File: src/rtl/sdft4_pkg.sv
// Package sdft4_pkg
// Holds the constants shared by the streaming four-point DFT modules.
// Assumes the group size is fixed at four: the butterfly network is
// written for exactly that size.
package sdft4_pkg;
    localparam int GRP_LEN = 4;
    localparam int SLOT_W  = $clog2(GRP_LEN);
    localparam int GROW_W  = SLOT_W;            // bits gained by the exact sum
    localparam logic [SLOT_W-1:0] LAST_SLOT = SLOT_W'(GRP_LEN - 1);

    typedef logic [SLOT_W-1:0] slot_t;
endpackage

File: src/rtl/sdft4_collect.sv
// Module sdft4_collect
// Collects valid-qualified complex samples into a group of four.
// Gives a one-cycle grp_full pulse on the cycle after the fourth sample.
// Assumes the emitter asserts hold from that pulse until the edge that
// ends its last bin, so stored samples stay fixed while they are read.
module sdft4_collect
    import sdft4_pkg::*;
#(
    parameter int IN_W = 12
) (
    input  logic                   clk,
    input  logic                   rst_n,
    input  logic                   in_valid,
    input  logic signed [IN_W-1:0] in_re,
    input  logic signed [IN_W-1:0] in_im,
    input  logic                   hold,
    output logic                   grp_full,
    output logic signed [IN_W-1:0] smp_re [GRP_LEN],
    output logic signed [IN_W-1:0] smp_im [GRP_LEN]
);
    slot_t fill_q;
    logic  full_q;
    logic  take;

    // A sample is taken only while not held by the emitter
    assign take = in_valid && !hold;

    // Sample counter and the one-cycle group-complete pulse
    always_ff @(posedge clk) begin
        if (!rst_n) begin
            fill_q <= '0;
            full_q <= 1'b0;
        end else begin
            full_q <= take && (fill_q == LAST_SLOT);
            if (take) begin
                fill_q <= fill_q + 1'b1;
            end
        end
    end

    // Sample storage, one register pair per slot
    for (genvar k = 0; k < GRP_LEN; k++) begin : g_slot
        always_ff @(posedge clk) begin
            if (take && (fill_q == slot_t'(k))) begin
                smp_re[k] <= in_re;
                smp_im[k] <= in_im;
            end
        end
    end

    assign grp_full = full_q;
endmodule

File: src/rtl/sdft4_butterfly.sv
// Module sdft4_butterfly
// Combinational radix-2x2 network for an exact four-point forward DFT.
// Stage one forms even/odd sums and differences, and stage two combines
// them. The -j twiddle on the odd difference is a swap of real and
// imaginary parts with one sign flip. Assumes OUT_W = IN_W + 2, so no
// sum can overflow.
module sdft4_butterfly
    import sdft4_pkg::*;
#(
    parameter int IN_W = 12
) (
    input  logic signed [IN_W-1:0]        x_re [GRP_LEN],
    input  logic signed [IN_W-1:0]        x_im [GRP_LEN],
    output logic signed [IN_W+GROW_W-1:0] y_re [GRP_LEN],
    output logic signed [IN_W+GROW_W-1:0] y_im [GRP_LEN]
);
    localparam int MID_W = IN_W + 1;
    localparam int OUT_W = IN_W + GROW_W;

    logic signed [MID_W-1:0] xe_re [GRP_LEN];
    logic signed [MID_W-1:0] xe_im [GRP_LEN];

    // Sign-extend every input part by one bit for stage one
    for (genvar k = 0; k < GRP_LEN; k++) begin : g_ext
        assign xe_re[k] = {x_re[k][IN_W-1], x_re[k]};
        assign xe_im[k] = {x_im[k][IN_W-1], x_im[k]};
    end

    logic signed [MID_W-1:0] ev_s_re, ev_s_im, ev_d_re, ev_d_im;
    logic signed [MID_W-1:0] od_s_re, od_s_im, od_d_re, od_d_im;

    // Stage one: pairs spaced two apart
    always_comb begin
        ev_s_re = xe_re[0] + xe_re[2];
        ev_s_im = xe_im[0] + xe_im[2];
        ev_d_re = xe_re[0] - xe_re[2];
        ev_d_im = xe_im[0] - xe_im[2];
        od_s_re = xe_re[1] + xe_re[3];
        od_s_im = xe_im[1] + xe_im[3];
        od_d_re = xe_re[1] - xe_re[3];
        od_d_im = xe_im[1] - xe_im[3];
    end

    logic signed [OUT_W-1:0] es_re, es_im, ed_re, ed_im;
    logic signed [OUT_W-1:0] os_re, os_im, tw_re, tw_im;

    // Widen stage-one results and apply -j to the odd difference
    always_comb begin
        es_re = {ev_s_re[MID_W-1], ev_s_re};
        es_im = {ev_s_im[MID_W-1], ev_s_im};
        ed_re = {ev_d_re[MID_W-1], ev_d_re};
        ed_im = {ev_d_im[MID_W-1], ev_d_im};
        os_re = {od_s_re[MID_W-1], od_s_re};
        os_im = {od_s_im[MID_W-1], od_s_im};
        tw_re = {od_d_im[MID_W-1], od_d_im};
        tw_im = -{od_d_re[MID_W-1], od_d_re};
    end

    // Stage two: combine into natural-order bins
    always_comb begin
        y_re[0] = es_re + os_re;
        y_im[0] = es_im + os_im;
        y_re[2] = es_re - os_re;
        y_im[2] = es_im - os_im;
        y_re[1] = ed_re + tw_re;
        y_im[1] = ed_im + tw_im;
        y_re[3] = ed_re - tw_re;
        y_im[3] = ed_im - tw_im;
    end
endmodule

File: src/rtl/sdft4_emit.sv
// Module sdft4_emit
// Registers the four bins when a group completes, then presents them one
// per cycle in natural order. The outputs are forced to zero when idle.
// Asserts busy from the load cycle until the cycle that shows the last
// bin, so the collector keeps its samples and drops new ones.
module sdft4_emit
    import sdft4_pkg::*;
#(
    parameter int OUT_W = 14
) (
    input  logic                    clk,
    input  logic                    rst_n,
    input  logic                    load,
    input  logic signed [OUT_W-1:0] bin_re [GRP_LEN],
    input  logic signed [OUT_W-1:0] bin_im [GRP_LEN],
    output logic                    busy,
    output logic                    show,
    output logic signed [OUT_W-1:0] show_re,
    output logic signed [OUT_W-1:0] show_im
);
    logic signed [OUT_W-1:0] hold_re [GRP_LEN];
    logic signed [OUT_W-1:0] hold_im [GRP_LEN];
    slot_t sel_q;
    logic  show_q;

    // Burst control: start on load, stop after the last slot
    always_ff @(posedge clk) begin
        if (!rst_n) begin
            show_q <= 1'b0;
            sel_q  <= '0;
        end else if (load) begin
            show_q <= 1'b1;
            sel_q  <= '0;
        end else if (show_q) begin
            show_q <= (sel_q != LAST_SLOT);
            sel_q  <= sel_q + 1'b1;
        end
    end

    // Bin capture registers, loaded once per group
    for (genvar k = 0; k < GRP_LEN; k++) begin : g_bin
        always_ff @(posedge clk) begin
            if (load) begin
                hold_re[k] <= bin_re[k];
                hold_im[k] <= bin_im[k];
            end
        end
    end

    // Output selection with zero when idle
    always_comb begin
        show_re = show_q ? hold_re[sel_q] : '0;
        show_im = show_q ? hold_im[sel_q] : '0;
    end

    assign busy = load || (show_q && (sel_q != LAST_SLOT));
    assign show = show_q;
endmodule

File: src/rtl/sdft4_stream.sv
// Module sdft4_stream (top)
// Streaming exact four-point forward DFT: collect four samples, compute
// the bins with adders only, and present them on four consecutive cycles.
// Assumes in_re/in_im are two's complement and there is no back-pressure
// from downstream.
module sdft4_stream
    import sdft4_pkg::*;
#(
    parameter int IN_W  = 12,
    parameter int OUT_W = IN_W + GROW_W
) (
    input  logic                    clk,
    input  logic                    rst_n,
    input  logic                    in_valid,
    input  logic signed [IN_W-1:0]  in_re,
    input  logic signed [IN_W-1:0]  in_im,
    output logic                    out_valid,
    output logic signed [OUT_W-1:0] out_re,
    output logic signed [OUT_W-1:0] out_im
);
    logic                    grp_full;
    logic                    busy;
    logic signed [IN_W-1:0]  smp_re [GRP_LEN];
    logic signed [IN_W-1:0]  smp_im [GRP_LEN];
    logic signed [OUT_W-1:0] bin_re [GRP_LEN];
    logic signed [OUT_W-1:0] bin_im [GRP_LEN];

    sdft4_collect #(.IN_W(IN_W)) u_collect (
        .clk      (clk),
        .rst_n    (rst_n),
        .in_valid (in_valid),
        .in_re    (in_re),
        .in_im    (in_im),
        .hold     (busy),
        .grp_full (grp_full),
        .smp_re   (smp_re),
        .smp_im   (smp_im)
    );

    sdft4_butterfly #(.IN_W(IN_W)) u_bfly (
        .x_re (smp_re),
        .x_im (smp_im),
        .y_re (bin_re),
        .y_im (bin_im)
    );

    sdft4_emit #(.OUT_W(OUT_W)) u_emit (
        .clk     (clk),
        .rst_n   (rst_n),
        .load    (grp_full),
        .bin_re  (bin_re),
        .bin_im  (bin_im),
        .busy    (busy),
        .show    (out_valid),
        .show_re (out_re),
        .show_im (out_im)
    );
endmodule

File: config.mk
export PLATFORM = sky130hd
export DESIGN_NAME = sdft4_stream
export DESIGN_NICKNAME = d
export VERILOG_FILES = /design/src/rtl/sdft4_pkg.sv /design/src/rtl/sdft4_collect.sv /design/src/rtl/sdft4_butterfly.sv /design/src/rtl/sdft4_emit.sv /design/src/rtl/sdft4_stream.sv
export SDC_FILE = /design/constraint.sdc
export NUM_CORES = 1
export LEC_CHECK = 0
export ABC_AREA = 1
export BUFFER_PORTS_ARGS = -buffer_cell sky130_fd_sc_hd__buf_2
export CORE_ASPECT_RATIO = 2
export CORE_UTILIZATION = 40
export DETAILED_ROUTE_END_ITERATION = 10
export PLACE_DENSITY = 0.55
export RECOVER_POWER = 50
export SLEW_MARGIN = 20
export SYNTH_ARGS = -nofsm -noshare
export SYNTH_HDL_FRONTEND = slang
export SYNTH_HIERARCHICAL = 1
export SYNTH_SLANG_ARGS = --single-unit
File: constraint.sdc
create_clock -name clk -period 9.6 [get_ports clk]
set_clock_uncertainty 0.2 [all_clocks]
set_input_delay 0 -clock clk [delete_from_list [all_inputs] [get_ports clk]]
set_output_delay 0 -clock clk [all_outputs]
set_load 0.02 [all_outputs]
**Yosys cells after proc, flatten, opt, wreduce, memory -nomap -nowiden**

Memories as Yosys holds them, arrays and structs flattened. A register that Yosys moved wholly into a read port is not among the register bits.
Index checks and enable logic that the tools add are counted.

- Add/subtract/negate cells: 19
- Eq/ne operators: 4
- Muxes and demuxes: 10
- Bitwise operators: 1
- Reductions and logical operators: 10

Operators with widths:

| kind | number |
|---|---|
| adder 12 x 12 -> 13 bit | 4 |
| subtractor 12 x 12 -> 13 bit | 4 |
| adder 13 x 13 -> 14 bit | 3 |
| subtractor 13 x 13 -> 14 bit | 3 |
| 2-to-1 mux 14 bit | 2 |
| adder 13 x 14 -> 14 bit | 1 |
| negation 14 bit | 1 |
| subtractor 13 x 14 -> 14 bit | 1 |
| 2-to-1 mux 2 bit | 4 |
| logical AND 1 bit | 6 |
| adder 2 x 1 -> 2 bit, second input constant | 2 |
| == test 2 bit, second input constant | 2 |
| 2-to-1 mux 1 bit | 4 |
| == test 2 x 1 -> 1 bit, second input constant | 1 |
| zero test 2 bit | 1 |
| inequality test 2 bit, second input constant | 1 |
| OR reduction 2 bit | 1 |
| zero test 1 bit | 1 |
| logical OR 1 bit | 1 |
| inverter 1 bit | 1 |

- Register bits: 102
- RAM bits: 112
- Input port bits: 27
- Output and inout bits: 29
- Logic and storage cells: 58
- Memories kept: 2

Memory list:

| memory | words | bits a word | rd ports | clocked after memory_dff | wr ports | line | text |
|---|---|---|---|---|---|---|---|
| u_emit.hold_im | 4 | 14 | 1 | 1 | 4 | sdft4_emit.sv:22 | `logic signed [OUT_W-1:0] hold_im [GRP_LEN];` |
| u_emit.hold_re | 4 | 14 | 1 | 1 | 4 | sdft4_emit.sv:21 | `logic signed [OUT_W-1:0] hold_re [GRP_LEN];` |

**Depth between registers and ports, before layout**

- Word-level depth: 6
- Mapped depth: 27
- Gate-level depth less buffers: 25

**Cells and area by module**

The synthesis kept the hierarchy.

By module, submodules not included:

| module | instances | cells each | area each (um^2) | seq. area each (um^2) |
|---|---|---|---|---|
| sdft4_butterfly | 1 | 1512 | 9661.8 | 0.0 |
| sdft4_emit | 1 | 460 | 4922.2 | 3463.3 |
| sdft4_collect | 1 | 127 | 3104.2 | 2942.8 |

**Least setup slack after synthesis**

No wires, ideal clock.

- Path kind: reg-to-reg
- Start point: register u_collect.full_q, in the netlist u_collect/grp_full
- End point: register u_collect/smp_im[0] (netlist bit), enable pin
- Setup time: 0.354 ns
- Arrival: 3.747 ns
- Setup slack: 5.299 ns
- Cell stages (with the launch flop): 6
- Cell sequence: dfxtp_1 -> inv_1 -> nand2_1 -> inv_2 -> nand2_2 -> nor2_1

- Word-level cells in the longest chain between the ends: 4

RTL lines:

| element | line | text |
|---|---|---|
| from (decl) | sdft4_collect.sv:22 | `logic full_q;` |
| from (signal assigned) | sdft4_collect.sv:34 | `full_q <= take && (fill_q == LAST_SLOT);` |
| logical OR 1 bit | sdft4_emit.sv:56 | `assign busy = load \|\| (show_q && (sel_q != LAST_SLOT));` |
| named net busy | sdft4_stream.sv:22 | `logic busy;` |
| zero test 1 bit | sdft4_collect.sv:26 | `assign take = in_valid && !hold;` |
| logical AND 1 bit | sdft4_collect.sv:26 |  |
| logical AND 1 bit | sdft4_collect.sv:44 | `if (take && (fill_q == slot_t'(k))) begin` |
| to (signal, indexed assignment) | sdft4_collect.sv:46 | `smp_im[k] <= in_im;` |
| to (decl) | sdft4_collect.sv:19 | `output logic signed [IN_W-1:0] smp_im [GRP_LEN]` |

The timed path passes the listed nets, and every way through them passes these cells.
A chain may end at the register's enable or synchronous reset.

==> key figures <==
Outcome
  • Status: complete, but fails checks
  • Failing checks: capacitance limit, slew limit

Synth
  • Post-synth net total: ~2300
  • Synth area leaders: edfxtp_1 35%, ha_1 15%, inv_1 9.2%
  • Post-synth EDFFs: 208
  • Synthesized flop and latch total: 216
  • Yosys top cell area share: 0.353
  • Area leader, netlist: edfxtp_1
  • Post-synth cell types: 54
  • Register area share after synthesis: 0.362
  • Syn_area_per_cell: approximately 8.4 sq um
  • Async S/R FF share, synth: 0
  • Main flop type after synthesis: edfxtp_1
  • Netlist Area Pre-Place: 17700 sq um
  • Syn. warnings: 6
  • Syn Inst Count: ~2100

Die
  • Ports: 56
  • CORE AREA: ~44000 sq um
  • Die H: ~300 um
  • Die footprint: around 45000 sq um
  • Initial Util: 0.407
  • Chip width: about 150 um
  • Std-Cell Rows: between 100 and 150

Critical path
  • Critical Path AT: 4.95 ns
  • Crit path launch type: flop
  • Critical path buffers and inverters: 1
  • Critical-path top delay cell: clkbuf_1
  • Worst R2R Setup Slack: roughly 4.5 ns
  • Crit Path Max Fanout: 73
  • CP Capture Type: flop
  • Family with the most delay on the worst path: buffers and inverters
  • Max incr delay on CP: ~2.8 ns
  • WP data required: between 9 and 10 ns
  • WS Path Type: reg -> reg
  • Cell-by-cell trace of the critical path: clkbuf_1

Route
  • First drt pass iteration count: 6
  • Post-route DRC: 0
  • Antenna viol nets, final: 0
  • DRT iter0 DRCs: around 640
  • Wire per inst: about 19 um
  • Vias per inst: 5.01
  • Via count: 13600
  • Drt total wl: between 50 and 60 mm

Pwr
  • Peak supply drop: about 0.00023 V
  • Overall power: approximately 3.3 mW
  • Pleak: slightly above 9 nW
  • PD cells: about 170 nW/um^2

Final layout
  • Antenna Cells: 0
  • Layout cells sized above 1: 0.0654
  • Fin util: 0.445
  • Number of fill cells: roughly 4400
  • Seq. cell area: 6410 sq um
  • Final Cell Area: 19400 sq um
  • Multi-input gate area: about 9200 sq um
  • Area Overhead vs Synth: 9.42%
  • Final layout net count: between 2000 and 2500

GRT
  • Vias in the first global route: roughly 14000
  • Initial antenna violation count: 0
  • GRT Util Overall: 0.234
  • Global-route wire length before repair: 77.7 mm
  • Largest net degree at the start of global routing: 74
  • Total gr overflow: 0

STA
  • Final Hold Viols: 0
  • Final setup vio count: 0
  • RSZ-0062 raised after global routing: no
  • Worst Setup Slack, final: around 4.5 ns
  • FMAX: a little under 0.2 GHz
  • Setup TNS Final: 0 ns
  • Tcrit/Tclk final: 0.531
  • Minimum clock period: ~5 ns
  • Max-slew violations: about 120
  • Slew headroom: -1.57
  • Slew at the pin closest to its max-slew limit: between 3 and 4 ns

CTS
  • Clk_lat worst skew: approximately 0.54 ns
  • CTS Sinks: between 200 and 250
  • CTS Buffer Depth: 3
  • Setup bufs post-CTS: 0
  • Num CTS Buffers: 22
  • H-tree depth: 1
  • Post-CTS Resized: 0
  • Clk slew on worst S/H paths: approximately 0.070 ns
  • CTS tree: built
  • Hold buffer count at cts: 32
  • Clk root buf: clkbuf_16

Worst hold path
  • Class of the worst hold path: in -> reg

Place
  • GPL Wtd Cong: around 0.90
  • DP HPWL: 41.8 mm
  • Place WS: 5.22 ns
  • IO Port Bufs: 55
  • Placed Area: about 18000 sq um

Job
  • Max Cap Viol: 2
==> sequential cells by signal, summed over array words and instances, names as in the netlist, named ones only <==
name and cells:
u_emit/show 1, u_collect/fill_q 2, u_collect/grp_full 1, u_emit/hold_re 56
u_collect/smp_re 48, u_emit/hold_im 56, u_emit/sel_q 2, u_collect/smp_im 48
==> per-layer routing <==
metal	GRT usage	part of all wire
met3	0.0184	0.022
met2	0.484	0.58
met4	0.121	0.057
met5	0	0
met1	0.217	0.34
==> Yosys cell counts, types with 7 or more instances <==
master and number:
edfxtp_1 208, xor2_1 151, a31oi_1 25, nand4_1 21
o21ai_0 39, o21bai_1 20, a21o_1 15, nor3_1 34
nand3_1 124, o21ai_1 18, o31ai_1 8, nor2_1 85
fa_1 16, buf_2 22, a21oi_1 148, nand2_1 346
ha_1 206, inv_1 433, inv_2 13, nor4_1 8
dfxtp_1 8, buf_6 7, nand2_2 14, xnor2_1 11
buf_4 14, clkbuf_1 28
==> through the flow <==
step	hold slack, ns	cells
2_1_floorplan	-0.101	2099
3_3_place_gp	0.0120	2634
3_5_place_dp	0.0144	2634
4_1_cts	0.00663	2706
5_1_grt	0.0890	2706
6_report	0.0752	2706
==> final cells by class <==
class | count | share of cell area
Multi-Input combinational cell | 1360 | 0.474
Sequential cell | 216 | 0.331
Timing Repair Buffer | 93 | 0.0314
Clock buffer | 25 | 0.0301
Clock inverter | 15 | 0.0108
Tap cell | 550 | 0.0356
Inverter | 447 | 0.0867
==> layout by cell type (no fill, tap or decap), types with 7 or more instances in the layout <==
| cell type | instances |
|---|---|
| xor2_1 | 151 |
| clkbuf_16 | 23 |
| nor2_2 | 7 |
| nand2_2 | 13 |
| nor2_1 | 81 |
| nor3_1 | 34 |
| nor4_1 | 8 |
| o21ai_1 | 18 |
| dfxtp_1 | 7 |
| o21ai_0 | 39 |
| nand4_1 | 21 |
| a31oi_1 | 25 |
| edfxtp_1 | 208 |
| inv_1 | 434 |
| nand3_1 | 124 |
| xnor2_1 | 11 |
| nand2_1 | 347 |
| ha_1 | 206 |
| o21bai_1 | 20 |
| dlygate4sd3_1 | 32 |
| a21o_1 | 15 |
| inv_2 | 12 |
| buf_2 | 32 |
| o31ai_1 | 8 |
| a21oi_1 | 148 |
| fa_1 | 16 |
| clkbuf_1 | 26 |
==> report_power, final <==
part	internal [mW]	switching [mW]
clock network	0.571	0.385
registers	1.14	0.0154
logic	0.384	0.758
==> cell families (layout without fill, tap and decap cells) <==
logic type | count (synthesis) | in the layout | synth area share
AND/OR/NAND/NOR | 658 | 658 | 0.167
buffers and inverters | 523 | 580 | 0.119
AO/OA/AOI/OAI | 317 | 317 | 0.106
adder cells (fa/ha/maj) | 222 | 222 | 0.164
flip-flops | 216 | 216 | 0.362
XOR/XNOR | 163 | 163 | 0.0811
==> final timing paths <==
path,startpoint,end,cells after the start
setup / recovery,u_collect/grp_full,u_emit/hold_im[0][13],1
hold / removal,rst_n,u_collect/fill_q[1],4
setup reg to reg,u_collect/grp_full,u_emit/hold_im[0][13],1
hold reg to reg,u_emit/sel_q[1],u_emit/sel_q[1],2
Note: power is estimated with default switching activity, not from simulation.
